--- src/rtl/adcif_pkg.sv ---
package adcif_pkg;

    typedef enum logic [1:0] {
        PWR_FULL_OFF = 2'b00,
        PWR_FAST_OFF = 2'b01,
        CONV_INT_CLK = 2'b10,
        CONV_EXT_CLK = 2'b11
    } pwr_mode_e;

    typedef struct packed {
        logic [2:0] sel;
        logic       unipolar;
        logic       single;
        pwr_mode_e  mode;
    } ctl_word_t;

    typedef struct packed {
        logic [2:0] pos;
        logic [2:0] neg;
        logic       neg_gnd;
    } mux_route_t;

    typedef enum logic [1:0] {
        SQ_IDLE   = 2'b00,
        SQ_STROBE = 2'b01,
        SQ_BITS   = 2'b10
    } seq_state_e;

    localparam ctl_word_t CTL_RESET = '{sel: 3'd0, unipolar: 1'b1,
                                        single: 1'b1, mode: CONV_EXT_CLK};

    // Field layout below bit 7 (the start bit)
    function automatic ctl_word_t unpack_ctl(input logic [6:0] b);
        ctl_word_t r;
        r.sel      = b[6:4];
        r.unipolar = b[3];
        r.single   = b[2];
        r.mode     = pwr_mode_e'(b[1:0]);
        return r;
    endfunction

    // Selector is interleaved: even inputs first, then odd ones
    function automatic mux_route_t route_of(input ctl_word_t c);
        mux_route_t m;
        m.pos     = {c.sel[1], c.sel[0], c.sel[2]};
        m.neg     = c.single ? 3'd0 : (m.pos ^ 3'd1);
        m.neg_gnd = c.single;
        return m;
    endfunction

    function automatic logic is_sleep(input pwr_mode_e m);
        return (m == PWR_FULL_OFF) || (m == PWR_FAST_OFF);
    endfunction

endpackage

--- src/rtl/adcif_serial_edges.sv ---
module adcif_serial_edges (
    input  logic clk,
    input  logic rst,
    input  logic sclk,
    input  logic cs_n,
    output logic sc_rise,
    output logic sc_fall,
    output logic cs_fall,
    output logic oe
);
    logic sclk_d;
    logic cs_d;
    logic oe_q;

    always_ff @(posedge clk) begin
        if (rst) begin
            sclk_d <= 1'b0;
            cs_d   <= 1'b1;
            oe_q   <= 1'b0;
        end else begin
            sclk_d <= sclk;
            cs_d   <= cs_n;
            oe_q   <= ~cs_n;
        end
    end

    assign sc_rise = sclk & ~sclk_d;
    assign sc_fall = ~sclk & sclk_d;
    assign cs_fall = ~cs_n & cs_d;
    assign oe      = oe_q;


    oe_off_chk: assert property (@(posedge clk) disable iff (rst)
        cs_n |=> !oe);

endmodule

--- src/rtl/adcif_ctl_rx.sv ---
module adcif_ctl_rx #(
    parameter int CTL_W    = 8,
    parameter int TRACK_AT = 5
) (
    input  logic             clk,
    input  logic             rst,
    input  logic             cs_n,
    input  logic             sc_rise,
    input  logic             sc_fall,
    input  logic             din,
    input  logic             hunt_ok,
    output logic             track,
    output logic             byte_done,
    output logic [CTL_W-1:0] byte_q
);
    localparam int CW = $clog2(CTL_W + 1);

    logic [CW-1:0]    cnt_q;
    logic [CTL_W-1:0] sh_q;
    logic             track_q;
    logic             done_q;

    always_ff @(posedge clk) begin
        if (rst) begin
            cnt_q   <= '0;
            sh_q    <= '0;
            track_q <= 1'b0;
            done_q  <= 1'b0;
        end else begin
            done_q <= 1'b0;
            if (cs_n) begin
                cnt_q   <= '0;
                track_q <= 1'b0;
            end else if (sc_rise) begin
                if (cnt_q == '0) begin
                    if (din && hunt_ok) begin
                        cnt_q <= CW'(1);
                        sh_q  <= {{(CTL_W-1){1'b0}}, 1'b1};
                    end
                end else if (cnt_q < CW'(CTL_W)) begin
                    sh_q  <= {sh_q[CTL_W-2:0], din};
                    cnt_q <= cnt_q + CW'(1);
                end
            end else if (sc_fall) begin
                if (cnt_q == CW'(TRACK_AT)) begin
                    track_q <= 1'b1;
                end
                if (cnt_q == CW'(CTL_W)) begin
                    track_q <= 1'b0;
                    done_q  <= 1'b1;
                    cnt_q   <= '0;
                end
            end
        end
    end

    assign track     = track_q;
    assign byte_done = done_q;
    assign byte_q    = sh_q;


    track_rise_chk: assert property (@(posedge clk) disable iff (rst)
        $rose(track_q) |-> ($past(cnt_q) == CW'(TRACK_AT)) && $past(sc_fall));


    zero_ignored_chk: assert property (@(posedge clk) disable iff (rst)
        (cnt_q == '0 && sc_rise && !din && !cs_n) |=> (cnt_q == '0));


    abort_rx_chk: assert property (@(posedge clk) disable iff (rst)
        cs_n |=> (!track_q && cnt_q == '0));

endmodule

--- src/rtl/adcif_sar_seq.sv ---
module adcif_sar_seq
    import adcif_pkg::*;
#(
    parameter int RES_W = 12
) (
    input  logic             clk,
    input  logic             rst,
    input  logic             cs_n,
    input  logic             sc_fall,
    input  logic             go,
    input  logic             bipolar,
    input  logic             cmp_hi,
    output logic             dout,
    output logic             strobe,
    output logic             busy,
    output logic [RES_W-1:0] trial
);
    localparam logic [RES_W-1:0] TOP_BIT = {1'b1, {(RES_W-1){1'b0}}};

    seq_state_e       state_q;
    logic [RES_W-1:0] res_q;
    logic [RES_W-1:0] mask_q;
    logic             bip_q;
    logic             dout_q;
    logic             strobe_q;

    always_ff @(posedge clk) begin
        if (rst) begin
            state_q  <= SQ_IDLE;
            res_q    <= '0;
            mask_q   <= '0;
            bip_q    <= 1'b0;
            dout_q   <= 1'b0;
            strobe_q <= 1'b0;
        end else if (cs_n) begin
            state_q  <= SQ_IDLE;
            mask_q   <= '0;
            dout_q   <= 1'b0;
            strobe_q <= 1'b0;
        end else if (go) begin
            state_q  <= SQ_STROBE;
            res_q    <= '0;
            mask_q   <= TOP_BIT;
            bip_q    <= bipolar;
            dout_q   <= 1'b0;
            strobe_q <= 1'b1;
        end else if (sc_fall) begin
            if (state_q == SQ_IDLE) begin
                dout_q <= 1'b0;
            end else begin
                strobe_q <= 1'b0;
                if (cmp_hi) begin
                    res_q <= res_q | mask_q;
                end
                dout_q <= cmp_hi ^ (bip_q & mask_q[RES_W-1]);
                mask_q <= mask_q >> 1;
                state_q <= mask_q[0] ? SQ_IDLE : SQ_BITS;
            end
        end
    end

    assign trial  = res_q | mask_q;
    assign dout   = dout_q;
    assign strobe = strobe_q;
    assign busy   = (state_q != SQ_IDLE);


    mask_onehot_chk: assert property (@(posedge clk) disable iff (rst)
        $onehot0(mask_q));


    strobe_pulse_chk: assert property (@(posedge clk) disable iff (rst)
        (strobe_q && sc_fall && !cs_n && !go) |=> !strobe_q);


    abort_seq_chk: assert property (@(posedge clk) disable iff (rst)
        cs_n |=> (!strobe_q && !dout_q && state_q == SQ_IDLE));


    tail_low_chk: assert property (@(posedge clk) disable iff (rst)
        (state_q == SQ_IDLE && sc_fall && !cs_n && !go) |=> !dout_q);

endmodule

--- src/rtl/adc_serial_ctl.sv ---
module adc_serial_ctl
    import adcif_pkg::*;
#(
    parameter int RES_W    = 12,
    parameter int CTL_W    = 8,
    parameter int TRACK_AT = 5
) (
    input  logic             clk,
    input  logic             rst,
    input  logic             cs_n,
    input  logic             sclk,
    input  logic             din,
    input  logic             cmp_hi,
    output logic             dout,
    output logic             dout_oe,
    output logic             strobe,
    output logic             strobe_oe,
    output logic [RES_W-1:0] trial,
    output logic             track,
    output logic [2:0]       mux_pos,
    output logic [2:0]       mux_neg,
    output logic             neg_gnd,
    output logic             unipolar,
    output logic [1:0]       pwr_mode,
    output logic             asleep
);
    logic             sc_rise;
    logic             sc_fall;
    logic             cs_fall;
    logic             oe;
    logic             byte_done;
    logic [CTL_W-1:0] byte_q;
    logic             busy;
    logic             go;
    ctl_word_t        new_cfg;
    ctl_word_t        cfg_q;
    mux_route_t       route;
    logic             asleep_q;

    adcif_serial_edges u_edges (
        .clk     (clk),
        .rst     (rst),
        .sclk    (sclk),
        .cs_n    (cs_n),
        .sc_rise (sc_rise),
        .sc_fall (sc_fall),
        .cs_fall (cs_fall),
        .oe      (oe)
    );

    adcif_ctl_rx #(
        .CTL_W    (CTL_W),
        .TRACK_AT (TRACK_AT)
    ) u_rx (
        .clk       (clk),
        .rst       (rst),
        .cs_n      (cs_n),
        .sc_rise   (sc_rise),
        .sc_fall   (sc_fall),
        .din       (din),
        .hunt_ok   (~busy),
        .track     (track),
        .byte_done (byte_done),
        .byte_q    (byte_q)
    );

    assign new_cfg = unpack_ctl(byte_q[6:0]);
    assign go      = byte_done && (new_cfg.mode == CONV_EXT_CLK);

    adcif_sar_seq #(
        .RES_W (RES_W)
    ) u_sar (
        .clk     (clk),
        .rst     (rst),
        .cs_n    (cs_n),
        .sc_fall (sc_fall),
        .go      (go),
        .bipolar (~new_cfg.unipolar),
        .cmp_hi  (cmp_hi),
        .dout    (dout),
        .strobe  (strobe),
        .busy    (busy),
        .trial   (trial)
    );

    always_ff @(posedge clk) begin
        if (rst) begin
            cfg_q    <= CTL_RESET;
            asleep_q <= 1'b0;
        end else begin
            if (cs_fall) begin
                asleep_q <= 1'b0;
            end
            if (byte_done) begin
                cfg_q <= new_cfg;
                if (is_sleep(new_cfg.mode)) begin
                    asleep_q <= 1'b1;
                end
            end
        end
    end

    assign route     = route_of(cfg_q);
    assign mux_pos   = route.pos;
    assign mux_neg   = route.neg;
    assign neg_gnd   = route.neg_gnd;
    assign unipolar  = cfg_q.unipolar;
    assign pwr_mode  = cfg_q.mode;
    assign asleep    = asleep_q;
    assign dout_oe   = oe;
    assign strobe_oe = oe;


    wake_chk: assert property (@(posedge clk) disable iff (rst)
        cs_fall |=> !asleep_q);


    sleep_quiet_chk: assert property (@(posedge clk) disable iff (rst)
        asleep_q |-> !strobe);


    enables_off_chk: assert property (@(posedge clk) disable iff (rst)
        cs_n |=> (!dout_oe && !strobe_oe));


    busy_no_word_chk: assert property (@(posedge clk) disable iff (rst)
        busy |-> !byte_done);

endmodule

--- config.mk ---
export PLATFORM = sky130hd
export DESIGN_NAME = adc_serial_ctl
export DESIGN_NICKNAME = d
export VERILOG_FILES = /design/src/rtl/adcif_pkg.sv /design/src/rtl/adcif_serial_edges.sv /design/src/rtl/adcif_ctl_rx.sv /design/src/rtl/adcif_sar_seq.sv /design/src/rtl/adc_serial_ctl.sv
export SDC_FILE = /design/constraint.sdc
export NUM_CORES = 1
export LEC_CHECK = 0
export BUFFER_PORTS_ARGS = -buffer_cell sky130_fd_sc_hd__buf_2
export CAP_MARGIN = 20
export CORE_MARGIN = 5
export CORE_UTILIZATION = 40
export CTS_BUF_LIST = sky130_fd_sc_hd__clkbuf_8 sky130_fd_sc_hd__clkbuf_16
export DETAILED_ROUTE_END_ITERATION = 10
export GPL_TIMING_DRIVEN = 0
export PLACE_DENSITY_LB_ADDON = 0.12
export SLEW_MARGIN = 10
export SYNTH_ARGS = -nofsm -noshare
export SYNTH_HDL_FRONTEND = slang
export SYNTH_HIERARCHICAL = 1
export SYNTH_SLANG_ARGS = --single-unit
export TNS_END_PERCENT = 10
--- constraint.sdc ---
create_clock -name clk -period 3.3 [get_ports clk]
set_input_delay 0.165 -clock clk [delete_from_list [all_inputs] [get_ports clk]]
set_output_delay 0.165 -clock clk [all_outputs]
set_load 0.02 [all_outputs]
Word level (Yosys, flattened, before mapping)

Cells that the tools add are included.

Equal/unequal tests: 8
Divide/modulo/power cells: 0
Reduce and logical (&&, ||, !) cells: 23
Magnitude comparators: 1
$mul: 0
Bitwise logic cells: 15
Muxes and demuxes: 31
$add $sub $neg: 1
Shift operators: 0

Operators with widths:

| kind                                                                   | count |
|---|---|
| 12-bit 2-to-1 mux                                                      | 7 |
| 4-bit 2-to-1 mux                                                       | 6 |
| 7-bit 2-to-1 mux                                                       | 3 |
| 2-bit nonzero test                                                     | 7 |
| 1-bit 2-to-1 mux                                                       | 13 |
| 12-bit OR                                                              | 1 |
| 4-bit AND reduction                                                    | 3 |
| 1-bit inverter                                                         | 9 |
| 2-bit AND reduction                                                    | 3 |
| 4-bit by 1-bit adder with 4-bit output (second input constant)         | 1 |
| 1-bit bitwise AND                                                      | 4 |
| 4-bit by 3-bit equality test with 1-bit output (second input constant) | 1 |
| 4-bit equality test (second input constant)                            | 1 |
| 2-bit logical NOT                                                      | 2 |
| 4-bit logical NOT                                                      | 1 |
| 4-bit < comparator (second input constant)                             | 1 |
| 2-bit != test (second input constant)                                  | 2 |
| 4-bit OR reduction                                                     | 1 |
| 3-bit 2-to-1 mux                                                       | 1 |
| 3-bit by 1-bit != test with 1-bit output (second input constant)       | 1 |
| 3-bit != test (second input constant)                                  | 1 |
| 3-bit AND reduction                                                    | 1 |
| 3-bit OR reduction                                                     | 1 |
| 2-bit by 1-bit equality test with 1-bit output (second input constant) | 1 |
| other kinds (6)                                                        | 7 |

Register bits: 53
Bits in writable memories: 0
Memory bits (read-only): 0
Latch bits: 0
Logic and storage cells: 99
Memories kept: 0
Input port bits: 6

Depth between registers and ports, before layout

Word-level depth: 6
Gate-level depth with buffers: 7

Hierarchy

The synthesis kept the hierarchy.

Modules (own cells, without submodules):

| module             | cells an instance | times used | sequential area each (µm²) | area each (µm²) |
|---|---|---|---|---|
| adcif_sar_seq      | 136               | 1          | 540.5                      | 1174.9 |
| adcif_ctl_rx       | 74                | 1          | 280.3                      | 643.1 |
| adc_serial_ctl     | 34                | 1          | 160.2                      | 331.6 |
| adcif_serial_edges | 9                 | 1          | 60.1                       | 97.6 |

Worst setup path after synthesis

Ideal clock, no wire load.

Path type: register -> register
From: register u_sar/strobe (netlist name)
To: register u_rx.sh_q[1], in the netlist u_rx/byte_q[1]
Arrival: 1556 ps
Period minus slack after synthesis: 1627 ps
Required time: 3229 ps
Slack: 1673 ps
Buffers on the path: 1
Cell stages (with the launch flop): 8
Cells stage by stage: dfxtp_1 buf_4 or2_2 inv_1 nand2_1 a211oi_4 nand3_1 a21oi_1

RTL lines:

| element              | RTL line           | text |
|---|---|---|
| to (signal assigned) | adcif_ctl_rx.sv:38 | `sh_q <= {{(CTL_W-1){1'b0}}, 1'b1};` |
| to (signal assigned) | adcif_ctl_rx.sv:41 | `sh_q <= {sh_q[CTL_W-2:0], din};` |
| to (decl)            | adcif_ctl_rx.sv:19 | `logic [CTL_W-1:0] sh_q;` |

Worst setup path after layout

From: register u_rx.cnt_q[0]
To: register u_rx.cnt_q[0]

Word-level cells in the longest chain between the ends: 4
Elaborated cells on any way between the ends: 11
Those cells by class: add/sub (1); order compare (1); eq/ne (3); mux (3); reduce/logical (3)

Ends and longest elaborated chain:

| element                                | RTL line           | text |
|---|---|---|
| from (decl)                            | adcif_ctl_rx.sv:18 | `logic [CW-1:0] cnt_q;` |
| from (signal assigned)                 | adcif_ctl_rx.sv:42 | `cnt_q <= cnt_q + CW'(1);` |
| 4-bit by 1-bit adder with 4-bit output | adcif_ctl_rx.sv:42 |  |
| 4-bit 2-to-1 mux                       | adcif_ctl_rx.sv:40 | `end else if (cnt_q < CW'(CTL_W)) begin` |
| 4-bit 2-to-1 mux                       | adcif_ctl_rx.sv:35 | `if (cnt_q == '0) begin` |
| 4-bit 2-to-1 mux                       | adcif_ctl_rx.sv:34 | `end else if (sc_rise) begin` |

Several ways; a longest one is shown, not always the timed one. The select of a mux whose other input is x is not followed.
A chain may end at the register's enable or synchronous reset.

==> qor.csv <==
metric;value;unit
Initial Util;40.69;%
FP Rows;27;
WHS Path Cells;2;
CP startpoint kind;flip-flop;
relative slew slack;62.89;%
hold path start;sclk;
router iterations before antenna repair;4;
GR Overflow Total;0;
dpl hpwl;3312;um
YS warnings;6;
fmax;588.6;MHz
unrepaired setup endpoints after global routing;false;
critical path required time;3.53;ns
IO Pins;34;
Slew Limit Fails;0;
Clock transition at path regs;0.09;ns
total power;1.174;mW
Reg2Reg Setup Slack;1.60;ns
crit path max-delay cell type;dfxtp_1;
final worst path period share;51.48;%
clock buffer depth;2;
worst r2r src;u_rx/cnt_q[0]$_SDFFE_PP0P_;
total CTS buffers;5;
Vias per Instance;4.798;
Root Buffer;clkbuf_8;
Power Density;450.7;mW/mm^2
Worst-Skew Late Latency;0.30;ns
Core ar.;0.005439;mm^2
share of cells above drive strength 1;27.59;%
Max-cap violations;0;
Layout area overhead;17.69;%
post-layout instance area;0.002605;mm^2
R2R depth;6;
post-route ant nets;0;
gpl congestion;0.8065;
critical-path maximum fanout;6;
worst clock skew;0.005471;ns
Routed wire per std cell;12.56;um
Total Neg Setup Slack;0;ns
Post-CTS Setup Bufs;0;
Die Ht;84.39;um
reg2reg end;u_rx/cnt_q[0]$_SDFFE_PP0P_;
die area;0.007121;mm^2
Post-DP Area;0.002469;mm^2
endpoints failing setup;0;
H-tree depth;2;
PostCTS Resize Cnt;0;
synthesized area per cell;8.889;um^2
n_diodes;0;
first-pass GRT wire length;7776;um
Synth Instances;249;
total number of vias;1737;
mapped cell area;0.002213;mm^2
Total GRT Usage;13.28;%
Hold Buf Count CTS;0;
arrival time worst endpoint;1.93;ns
Hold EP;u_edges/sclk_d$_SDFF_PP0_;
worst vdd ir;280.1;uV
dpl ws;1.598;ns
endpoints failing hold;0;
residual DRC count;0;
clk sinks;51;
Tmin final;1.699;ns
worst slew pin tran;0.5555;ns
largest net degree at the start of global routing;17;
Die W;84.39;um
critical path capture point type;flip-flop;
WS Path Type;reg2reg;
Cell Chain, Critical Path;inv_1 > ha_1 > nor2b_2 > a21oi_1 > a31oi_1 > mux2i_1;
initial antenna violation count;0;
status;completed;
Final WS setup;1.601;ns
syn_nets;258;
HP Class;in2reg;
PortBufs;33;
routed wire length;4546;um
DRT iter0 DRCs;193;
crit-path max cell delay;0.37;ns
Pleak;1.045;nW
CTS tree;done;
nets@finish;298;
vias in the first global route;1628;
-- worst max-delay path: cells and delay by family (launching register included) --
kind | cells | cell delay [ns]
mux | 1 | 0.23
flops | 1 | 0.37
buf+inv | 1 | 0.08
simple gates | 1 | 0.32
fa+ha+maj | 1 | 0.19
compound gates | 2 | 0.45
-- layout by cell type (no fill, tap or decap), drive strengths merged, types with 2 or more instances in the layout --
| master | n |
|---|---|
| dfxtp | 51 |
| nand2 | 44 |
| buf | 43 |
| a21oi | 31 |
| or2 | 15 |
| nor2 | 12 |
| nand4b | 11 |
| nor2b | 11 |
| nand3 | 10 |
| clkbuf | 9 |
| inv | 7 |
| mux2i | 7 |
| nor3 | 5 |
| a211o | 4 |
| a31oi | 3 |
| ha | 3 |
| nand2b | 3 |
| bufinv | 2 |
| and2b | 2 |
| o21ai | 2 |
-- power breakdown --
| part | switching (mW) | internal, mW | total [mW] | leakage, nW |
|---|---|---|---|---|
| logic | 0.0318 | 0.0156 | 0.0474 | 0.569 |
| clock network | 0.205 | 0.302 | 0.507 | 0.0644 |
| registers | 0.00168 | 0.618 | 0.620 | 0.412 |
| total | 0.238 | 0.936 | 1.17 | 1.05 |
-- final cells by class --
| cell class | count | area [um^2] |
|---|---|---|
| fill | 559 | 2834 |
| multi-input combinational | 177 | 1079 |
| sequential | 51 | 1021 |
| timing repair buffer | 33 | 165.2 |
| tap | 72 | 90.09 |
| buffer | 14 | 87.58 |
| clock buffer | 5 | 68.82 |
| clock inverter | 3 | 67.56 |
| inverter | 7 | 26.28 |
-- how the worst max path moves through the flow --
stage	to	cells after the start	slack, ns	from
floorplan	u_rx/byte_q[1]$_SDFFE_PP0P_	7	1.69	u_sar/strobe$_SDFFE_PP0P_
global placement	u_rx/byte_q[3]$_SDFFE_PP0P_	7	1.64	u_sar/strobe$_SDFFE_PP0P_
detailed placement	u_rx/cnt_q[0]$_SDFFE_PP0P_	4	1.60	u_edges/sclk_d$_SDFF_PP0_
CTS	u_rx/cnt_q[0]$_SDFFE_PP0P_	4	1.57	u_edges/sclk_d$_SDFF_PP0_
global route	u_rx/cnt_q[0]$_SDFFE_PP0P_	6	1.45	u_rx/cnt_q[0]$_SDFFE_PP0P_
finish	u_rx/cnt_q[0]$_SDFFE_PP0P_	6	1.60	u_rx/cnt_q[0]$_SDFFE_PP0P_
-- flip-flops by register name (all words and copies together) (netlist names), 2 cells and up --
signal	cells
u_rx/byte_q	7
u_sar/mask_q	11
pwr_mode	2
mux_pos	3
u_sar/res_q	12
u_rx/cnt_q	4
-- routing by layer --
metal  GRT usage [%]  routed length (um)  up-vias
li1                -                   -      924
met1           18.29                2273      775
met2           20.80                2034       36
met3           3.337                 219        2
met4           3.453                  19        0
met5               0                   0        -
-- stage by stage --
step | util, % | hold slack (ns) | cells
6_report | 47.90 | 0.1102 | 362
3_3_place_gp | 45.39 | 0.4186 | 354
3_5_place_dp | 45.39 | 0.4250 | 354
4_1_cts | 47.90 | 0.1024 | 362
5_1_grt | 47.90 | 0.1256 | 362
2_1_floorplan | - | 0.2317 | 249
(Power assumes the default switching activity.)
